## src/rtl/cvt_fade_seq_pkg.sv

```systemverilog
package cvt_fade_seq_pkg;

    typedef enum logic [2:0] {
        ST_RESET     = 3'd0,
        ST_WAIT      = 3'd1,
        ST_RAMP_UP   = 3'd2,
        ST_RUN       = 3'd3,
        ST_RAMP_DOWN = 3'd4
    } seq_state_t;

endpackage

```

## src/rtl/cvt_fade_seq_timer.sv

```systemverilog
module cvt_fade_seq_timer #(
    parameter int LIMIT = 2048
) (
    input  logic clk,
    input  logic rst_n,
    input  logic clr,
    input  logic inc,
    output logic last
);
    localparam int CW = $clog2(LIMIT + 1);
    localparam logic [CW-1:0] LAST_V = CW'(LIMIT - 1);

    logic [CW-1:0] cnt;

    always_ff @(posedge clk or negedge rst_n) begin
        if (!rst_n) begin
            cnt <= '0;
        end else if (clr) begin
            cnt <= '0;
        end else if (inc) begin
            cnt <= cnt + 1'b1;
        end
    end

    assign last = (cnt == LAST_V);

    // the delay counter never runs past its last count
    a_r3_timer_bounded: assert property (@(posedge clk) disable iff (!rst_n)
        cnt <= LAST_V);

endmodule

```

## src/rtl/cvt_fade_seq_ramp.sv

```systemverilog
module cvt_fade_seq_ramp #(
    parameter int RAMP_SAMPLES = 1936,
    parameter int GAIN_W       = $clog2(RAMP_SAMPLES + 1)
) (
    input  logic              clk,
    input  logic              rst_n,
    input  logic              clr,
    input  logic              inc,
    input  logic              dec,
    output logic [GAIN_W-1:0] gain,
    output logic              at_zero,
    output logic              at_one,
    output logic              at_top_m1
);
    localparam logic [GAIN_W-1:0] TOP = GAIN_W'(RAMP_SAMPLES);

    always_ff @(posedge clk or negedge rst_n) begin
        if (!rst_n) begin
            gain <= '0;
        end else if (clr) begin
            gain <= '0;
        end else if (inc) begin
            gain <= gain + 1'b1;
        end else if (dec) begin
            gain <= gain - 1'b1;
        end
    end

    assign at_zero   = (gain == '0);
    assign at_one    = (gain == GAIN_W'(1));
    assign at_top_m1 = (gain == GAIN_W'(RAMP_SAMPLES - 1));

    // gain never exceeds unity
    a_r5_gain_bounded: assert property (@(posedge clk) disable iff (!rst_n)
        gain <= TOP);

    // a change of gain is a single step, or a drop to zero
    a_r4_unit_step: assert property (@(posedge clk) disable iff (!rst_n)
        (gain != $past(gain)) |->
        (gain == $past(gain) + 1'b1 || gain + 1'b1 == $past(gain) || gain == '0));

endmodule

```

## src/rtl/cvt_fade_seq_scale.sv

```systemverilog
module cvt_fade_seq_scale #(
    parameter int DATA_W       = 16,
    parameter int RAMP_SAMPLES = 1936,
    parameter int GAIN_W       = $clog2(RAMP_SAMPLES + 1)
) (
    input  logic                     clk,
    input  logic                     rst_n,
    input  logic signed [DATA_W-1:0] din,
    input  logic        [GAIN_W-1:0] gain,
    output logic signed [DATA_W-1:0] dout
);
    localparam int PW = DATA_W + GAIN_W + 1;
    localparam logic signed [PW-1:0] DIV = PW'(RAMP_SAMPLES);

    logic signed [PW-1:0] prod;
    logic signed [PW-1:0] quot;

    always_comb begin
        prod = $signed(PW'(din)) * $signed(PW'({1'b0, gain}));
        quot = prod / DIV;
        dout = quot[DATA_W-1:0];
    end

    // the scaled sample always fits the output width
    a_r6_in_range: assert property (@(posedge clk) disable iff (!rst_n)
        quot == $signed(PW'(dout)));

endmodule

```

## src/rtl/cvt_fade_seq_fsm.sv

```systemverilog
module cvt_fade_seq_fsm
    import cvt_fade_seq_pkg::*;
(
    input  logic clk,
    input  logic rst_n,
    input  logic sync_ok,
    input  logic pwr_down,
    input  logic smp_stb,
    input  logic wait_last,
    input  logic gain_zero,
    input  logic gain_one,
    input  logic gain_top_m1,
    output logic wait_clr,
    output logic wait_inc,
    output logic gain_clr,
    output logic gain_inc,
    output logic gain_dec,
    output logic int_rst,
    output logic dout_en
);
    seq_state_t st;
    seq_state_t nxt;

    always_ff @(posedge clk or negedge rst_n) begin
        if (!rst_n) begin
            st <= ST_RESET;
        end else begin
            st <= nxt;
        end
    end

    always_comb begin
        nxt      = st;
        wait_clr = 1'b0;
        wait_inc = 1'b0;
        gain_clr = 1'b0;
        gain_inc = 1'b0;
        gain_dec = 1'b0;
        unique case (st)
            ST_RESET: begin
                wait_clr = 1'b1;
                gain_clr = 1'b1;
                if (sync_ok && !pwr_down) begin
                    nxt = ST_WAIT;
                end
            end
            ST_WAIT: begin
                if (!sync_ok || pwr_down) begin
                    nxt      = ST_RESET;
                    wait_clr = 1'b1;
                end else if (smp_stb) begin
                    if (wait_last) begin
                        nxt      = ST_RAMP_UP;
                        wait_clr = 1'b1;
                    end else begin
                        wait_inc = 1'b1;
                    end
                end
            end
            ST_RAMP_UP: begin
                if (!sync_ok) begin
                    nxt      = ST_RESET;
                    gain_clr = 1'b1;
                end else if (pwr_down) begin
                    nxt = ST_RAMP_DOWN;
                end else if (smp_stb) begin
                    gain_inc = 1'b1;
                    if (gain_top_m1) begin
                        nxt = ST_RUN;
                    end
                end
            end
            ST_RUN: begin
                if (!sync_ok) begin
                    nxt      = ST_RESET;
                    gain_clr = 1'b1;
                end else if (pwr_down) begin
                    nxt = ST_RAMP_DOWN;
                end
            end
            ST_RAMP_DOWN: begin
                if (!sync_ok) begin
                    nxt      = ST_RESET;
                    gain_clr = 1'b1;
                end else if (gain_zero) begin
                    nxt = ST_RESET;
                end else if (smp_stb) begin
                    gain_dec = 1'b1;
                    if (gain_one) begin
                        nxt = ST_RESET;
                    end
                end
            end
            default: begin
                nxt      = ST_RESET;
                gain_clr = 1'b1;
                wait_clr = 1'b1;
            end
        endcase
    end

    always_comb begin
        int_rst = (st == ST_RESET);
        dout_en = (st != ST_RESET);
    end

    // a fade-out only ends by returning to reset
    a_r7_fade_out_exit: assert property (@(posedge clk) disable iff (!rst_n)
        (st == ST_RAMP_DOWN) |=> (st == ST_RAMP_DOWN || st == ST_RESET));

    // the fade-in is entered only from the initial delay
    a_r3_wait_before_ramp: assert property (@(posedge clk) disable iff (!rst_n)
        (st == ST_RAMP_UP && $past(st) != ST_RAMP_UP) |-> ($past(st) == ST_WAIT));

    // a power-down seen in reset keeps the block in reset
    a_r8_hold_in_reset: assert property (@(posedge clk) disable iff (!rst_n)
        (st == ST_RESET && pwr_down) |=> (st == ST_RESET));

endmodule

```

## src/rtl/cvt_fade_seq.sv

```systemverilog
module cvt_fade_seq #(
    parameter int DATA_W       = 16,
    parameter int WAIT_SAMPLES = 2048,
    parameter int RAMP_SAMPLES = 1936,
    parameter int GAIN_W       = $clog2(RAMP_SAMPLES + 1)
) (
    input  logic              clk,
    input  logic              rst_n,
    input  logic              sync_ok,
    input  logic              pwr_down,
    input  logic              smp_stb,
    input  logic [DATA_W-1:0] din,
    output logic              int_rst,
    output logic              dout_en,
    output logic [GAIN_W-1:0] fade_gain,
    output logic [DATA_W-1:0] dout
);
    logic wait_clr, wait_inc, wait_last;
    logic gain_clr, gain_inc, gain_dec;
    logic gain_zero, gain_one, gain_top_m1;
    logic signed [DATA_W-1:0] scaled;

    cvt_fade_seq_fsm u_fsm (
        .clk         (clk),
        .rst_n       (rst_n),
        .sync_ok     (sync_ok),
        .pwr_down    (pwr_down),
        .smp_stb     (smp_stb),
        .wait_last   (wait_last),
        .gain_zero   (gain_zero),
        .gain_one    (gain_one),
        .gain_top_m1 (gain_top_m1),
        .wait_clr    (wait_clr),
        .wait_inc    (wait_inc),
        .gain_clr    (gain_clr),
        .gain_inc    (gain_inc),
        .gain_dec    (gain_dec),
        .int_rst     (int_rst),
        .dout_en     (dout_en)
    );

    cvt_fade_seq_timer #(.LIMIT(WAIT_SAMPLES)) u_timer (
        .clk   (clk),
        .rst_n (rst_n),
        .clr   (wait_clr),
        .inc   (wait_inc),
        .last  (wait_last)
    );

    cvt_fade_seq_ramp #(.RAMP_SAMPLES(RAMP_SAMPLES), .GAIN_W(GAIN_W)) u_ramp (
        .clk       (clk),
        .rst_n     (rst_n),
        .clr       (gain_clr),
        .inc       (gain_inc),
        .dec       (gain_dec),
        .gain      (fade_gain),
        .at_zero   (gain_zero),
        .at_one    (gain_one),
        .at_top_m1 (gain_top_m1)
    );

    cvt_fade_seq_scale #(
        .DATA_W(DATA_W), .RAMP_SAMPLES(RAMP_SAMPLES), .GAIN_W(GAIN_W)
    ) u_scale (
        .clk   (clk),
        .rst_n (rst_n),
        .din   ($signed(din)),
        .gain  (fade_gain),
        .dout  (scaled)
    );

    assign dout = scaled;

    // loss of clock consistency forces reset on the next clock
    a_r2_sync_loss_resets: assert property (@(posedge clk) disable iff (!rst_n)
        !sync_ok |=> (int_rst && fade_gain == '0));

    // without a strobe the gain holds while clocks are consistent
    a_r4_hold_without_strobe: assert property (@(posedge clk) disable iff (!rst_n)
        (sync_ok && !smp_stb) |=> $stable(fade_gain));

    // unity gain passes the sample unchanged
    a_r6_unity_passthrough: assert property (@(posedge clk) disable iff (!rst_n)
        (fade_gain == GAIN_W'(RAMP_SAMPLES)) |-> (dout == din));

    // in reset the output is silent and disabled
    a_r1_reset_silent: assert property (@(posedge clk) disable iff (!rst_n)
        int_rst |-> (!dout_en && fade_gain == '0 && dout == '0));

endmodule

```

## config.mk

```make
export PLATFORM = sky130hd
export DESIGN_NAME = cvt_fade_seq
export DESIGN_NICKNAME = d
export VERILOG_FILES = /design/src/rtl/cvt_fade_seq_pkg.sv /design/src/rtl/cvt_fade_seq_timer.sv /design/src/rtl/cvt_fade_seq_ramp.sv /design/src/rtl/cvt_fade_seq_scale.sv /design/src/rtl/cvt_fade_seq_fsm.sv /design/src/rtl/cvt_fade_seq.sv
export SDC_FILE = /design/constraint.sdc
export NUM_CORES = 1
export LEC_CHECK = 0
export BUFFER_PORTS_ARGS = -buffer_cell sky130_fd_sc_hd__buf_2
export CAP_MARGIN = 10
export CORE_UTILIZATION = 35
export DETAILED_ROUTE_END_ITERATION = 10
export PLACE_DENSITY_LB_ADDON = 0.12
export SETUP_SLACK_MARGIN = 0.02
export SYNTH_ARGS = -nofsm -noshare
export SYNTH_HDL_FRONTEND = slang
export SYNTH_HIERARCHICAL = 1
export SYNTH_SLANG_ARGS = --single-unit
```

## constraint.sdc

```tcl
create_clock -name clk -period 44.2 [get_ports clk]
set_input_delay 2.21 -clock clk [delete_from_list [all_inputs] [get_ports clk]]
set_output_delay 2.21 -clock clk [all_outputs]
set_load 0.005 [all_outputs]
```

Yosys cells after proc, flatten, opt, wreduce, memory -nomap -nowiden
Index checks and enable logic that the tools add are counted.
{"block": "totals", "ff_bits": 26, "inputBits": 21, "out_inout_bits": 29, "wordCells": 71}
{"block": "classes", "n_addsub": 3, "mul": 1, "div_mod_pow": 1, "eq_ne": 15, "n_mux": 37, "n_reduce_logical": 11}
{"operator": "$mux 3", "n": 14}
{"operator": "$mux 11", "n": 3}
{"operator": "$div 28x12->28 const B", "n": 1}
{"operator": "$mul 16x12->28", "n": 1}
{"operator": "$mux 12", "n": 2}
{"operator": "$ne 4x4->1 const B", "n": 4}
{"operator": "$mux 1", "n": 15}
{"operator": "$pmux 3 s5", "n": 1}
{"operator": "$add 12x1->12 const B", "n": 1}
{"operator": "$eq 12x11->1 const B", "n": 1}
{"operator": "$add 11x1->11 const B", "n": 1}
{"operator": "$eq 11x1->1 const B", "n": 1}
{"operator": "$eq 11x11->1 const B", "n": 1}
{"operator": "$logic_not 11->1", "n": 1}
{"operator": "$sub 11x1->11 const B", "n": 1}
{"operator": "$reduce_and 8->1", "n": 1}
{"operator": "$eq 3x2->1 const B", "n": 2}
{"operator": "$reduce_bool 3->1", "n": 2}
{"operator": "$pmux 1 s2", "n": 2}
{"operator": "$eq 3x1->1 const B", "n": 1}
{"operator": "$eq 3x3->1 const B", "n": 1}
{"operator": "$logic_not 3->1", "n": 1}
{"operator": "$ne 3x1->1 const B", "n": 1}
{"operator": "$ne 3x2->1 const B", "n": 1}
{"operator": "7 further kinds", "n": 8}

Longest topological paths before layout
{"block": "logic_depth", "ltp_word": 7, "mapped_depth": 75, "mapped_depth_nobuf": 63}

Hierarchy
Netlist, hierarchy kept.
{"module": "cvt_fade_seq_scale", "instances": 1, "cells_per_inst": 1758, "area_per_inst_um2": 13117.6, "seq_area_each_um2": 0.0}
{"module": "cvt_fade_seq_ramp", "instances": 1, "cells_per_inst": 93, "area_per_inst_um2": 784.5, "seq_area_each_um2": 275.3}
{"module": "cvt_fade_seq_timer", "instances": 1, "cells_per_inst": 60, "area_per_inst_um2": 598.1, "seq_area_each_um2": 300.3}
{"module": "cvt_fade_seq_fsm", "instances": 1, "cells_per_inst": 41, "area_per_inst_um2": 349.1, "seq_area_each_um2": 75.1}

Least setup slack after synthesis
OpenSTA, ideal clock, no wires.
{"block": "synth_timing", "path_type": "input-to-output", "from": "input port din[15]", "to": "output port dout[10]", "arrival_ns": 19.005, "required_time_ns": 41.990, "slack_ns": 22.985, "cell_stages": 66, "n_path_buf": 7, "path_cell_list": "clkbuf_1 > nand2_1 > inv_1 > fa_1 > fa_1 > fa_1 > fa_1 > inv_1 > fa_1 > inv_1 > ha_1 > buf_2 > a21oi_1 > a21boi_1 > a311o_1 > or4_1 > a32o_1 > nor4_2 > (+30 left out) > o31ai_4 > maj3_2 > a211o_1 > or3_1 > o211a_1 > buf_6 > maj3_2 > a211oi_4 > nor3_1 > xor2_1 > o41a_1 > or4_4 > nand3_1 > a31o_1 > ha_1 > nand3_1 > o21ai_0 > xor2_1"}
{"block": "synth_via", "elab_chain_cells": 2}
{"element": "start, declared", "line_no": "cvt_fade_seq.sv:12", "rtl": "input logic [DATA_W-1:0] din,"}
{"element": "$mul 16x12->28", "line_no": "cvt_fade_seq_scale.sv:19", "rtl": "prod = $signed(PW'(din)) * $signed(PW'({1'b0, gain}));"}
{"element": "$div 28x12->28", "line_no": "cvt_fade_seq_scale.sv:20", "rtl": "quot = prod / DIV;"}
{"element": "end, declared", "line_no": "cvt_fade_seq.sv:16", "rtl": "output logic [DATA_W-1:0] dout"}
Every way passes these cells.

Worst setup path after layout
{"block": "layout_timing", "from": "input port din[5]", "to": "output port dout[10]"}
Same word-level chain as after synthesis.

==> results.tsv <==
stage	metric	value	unit
outcome	status	complete, no violations	
cts	htreeDepth	1	
finish	antenna_cells	0	
cts	cts_resized	0	
drt	vias_per_cell	5.73	
setup_path	worst-path-buf-inv	5	
timing	slew_headroom	36.4	%
hold_path	worstHoldPathType	reg2reg	
synthesis	synth_common_cells	inv_1, nand2_1, fa_1	
synthesis	synth-edff-count	0	
global_routing	grt_pass1_wl	74.3	mm
floorplan	die_width	208	um
timing	setup_viol	0	
cts	clk_path_buf_depth	2	
setup_path	reg2reg_to	u_timer/cnt[9]	
setup_path	timing.rr.start	u_timer/cnt[3]	
drt	routedLengthMet1	21.2	mm
cts	numCtsBuffers	3	
global_routing	overflow	0	
setup_path	critPathKind	in2out	
drt	drc	0	
finish	syn2layout_area_growth	5.08	%
job	drv_cap	0	
drt	wl	45.1	mm
synthesis	ys_top_cells_by_area	fa_1, inv_1, nand2_1	
synthesis	synth_top_area_share	21.7	%
synthesis	synth_cell_types	122	
placed_design	dp_hpwl	37.0	mm
cts	clockRootBuffer	clkbuf_16	
synthesis	synthArstFlopShare	100	%
timing	fin_tns_setup	0	ns
synthesis	syn_avg_cell_area	7.61	um2
placed_design	finalWeightedCongestion	0.902	
timing	maxSlewViolCount	0	
cts	clk_pin_slew	0.06	ns
setup_path	startpoint_type	primary input	
setup_path	slowest_stage	xnor2_1	
timing	clock_skew	0.00715	ns
cts	cts.sinks	26	
synthesis	yosys_warnings	6	
drt	drtPass1Iterations	6	
setup_path	cp_common_cell	fa_1	
cts	worstSkewPairLatency	0.27	ns
setup_path	path_max_fanout	13	
synthesis	synth_top_area_cell	fa_1	
timing	rsz0062_at_grt	no	
synthesis	synth_ff_type	dfrtp_1	
setup_path	r2r_cells	8	
synthesis	syn_area	14800	um2
floorplan	dieArea	43300	um2
floorplan	rows	75	
floorplan	start_util	35.5	%
drt	wl_met3	1.59	mm
hold_path	whs_endpoint	u_timer/cnt[6]	
global_routing	antenna_found_initial	0	
placed_design	portBuffers	49	
finish	nets	2190	
setup_path	cp.required	41.99	ns
hold_path	holdPathStages	2	
setup_path	max_stage_delay	0.79	ns
setup_path	worst_setup_path_end_kind	output port	
setup_path	cp_top_family	compound AO/OA/AOI/OAI gates	
floorplan	ioPinCount	50	
timing	timing.final.crit_share	56.0	%
global_routing	grt_use_total	20.7	%
cts	cts_hold_buf	0	
timing	hold_viol_final	0	
timing	fmax	40.4	MHz
cts	cts_tree	built	
synthesis	ys_seq_area_share	4.38	%
drt	wl_per_cell	18.2	um
synthesis	synth_seq_cells	26	
timing	worstMarginPinSlew	0.955	ns
drt	drtAntennaViolNets	0	
setup_path	arrival	22.53	ns
global_routing	grt_max_degree	27	
synthesis	synth_nets	2202	
drt	wl_met2	21.4	mm
drt	top_layer	met4	
drt	drt_iter0_drc	958	
cts	postCtsSetupBuffers	0	
drt	dr_total_vias	14200	
timing	post-route-min-period	24.74	ns
floorplan	die_y	208	um
hold_path	hold_start	u_timer/cnt[6]	
floorplan	coreArea	41900	um2
synthesis	synthCells	1952	
global_routing	first_global_vias	13900	
setup_path	reg2reg_slack	40.83	ns
finish	drive_gt1_share	8.72	%
[kinds of logic after synthesis]
group | share of synthesized area, %
AOI/OAI and AO/OA | 27.4
buffers and inverters | 8.43
DFF | 4.38
and+or+nand+nor | 24.7
xor gates and xnor gates | 5.81
adders and majority gates | 27.8
muxes | 1.50
[layout make-up]
| cell class | instances | area, um2 |
|---|---|---|
| clock buffers | 4 | 88.8 |
| multi-input cells | 1608 | 12900 |
| inverters | 238 | 893 |
| fillers | 4483 | 26200 |
| flip-flops and latches | 26 | 651 |
| repair buffers | 63 | 350 |
| well taps | 539 | 674 |
[registers in the layout, indices dropped and copies added, names as in the netlist]
register	flops
u_timer/cnt	12
u_fsm/st	3
u_ramp/gain	11
[worst min-delay path, stage by stage, from the launching register on]
cell     delay [ns]
dfrtp_1        0.35
or3_1          0.11
a21oi_1        0.05
[worst max path at each step]
stage                     to  slack (ns)  startpoint  cells past startpoint
finish              dout[10]       19.46      din[5]                     61
global route        dout[10]       17.80      din[5]                     61
CTS                 dout[10]       19.61      din[5]                     61
detailed placement  dout[10]       19.72      din[5]                     61
global placement    dout[10]       19.96      din[5]                     61
floorplan           dout[10]       22.99     din[15]                     66
[metal layers]
metal / vias to the layer above / global-route usage [%]
met4: 0 / 4.16
met3: 51 / 1.01
li1: 6870 / -
met1: 6897 / 28.8
met5: - / 0
met2: 374 / 35.6
[cells in the final DEF (no fill, tap or decap), drive strengths merged, types with 25 or more instances in the layout]
| cell | n |
|---|---|
| buf | 63 |
| ha | 68 |
| nor2 | 127 |
| and3 | 28 |
| a21oi | 110 |
| a31oi | 33 |
| a211oi | 31 |
| dfrtp | 26 |
| fa | 161 |
| and2 | 85 |
| o31ai | 27 |
| xnor2 | 68 |
| nor3 | 51 |
| nand3 | 69 |
| nand2 | 240 |
| inv | 238 |
| o211ai | 25 |
| o21ai | 95 |
| xor2 | 28 |
[per-stage QoR]
step           instances  instance area [um2]  setup slack (ns)  util, %  hold WS, ns
2_1_floorplan       1952                14800             22.99        -        0.519
3_3_place_gp        2474                15500             19.96     37.1        0.538
3_5_place_dp        2474                15500             19.72     37.1        0.541
4_1_cts             2478                15600             19.61     37.3        0.551
5_1_grt             2478                15600             17.80     37.3        0.588
6_report            2478                15600             19.46     37.3        0.555
Power is not shown: default switching activity piles up to over one toggle a cycle in this logic, so the estimate is an artifact.
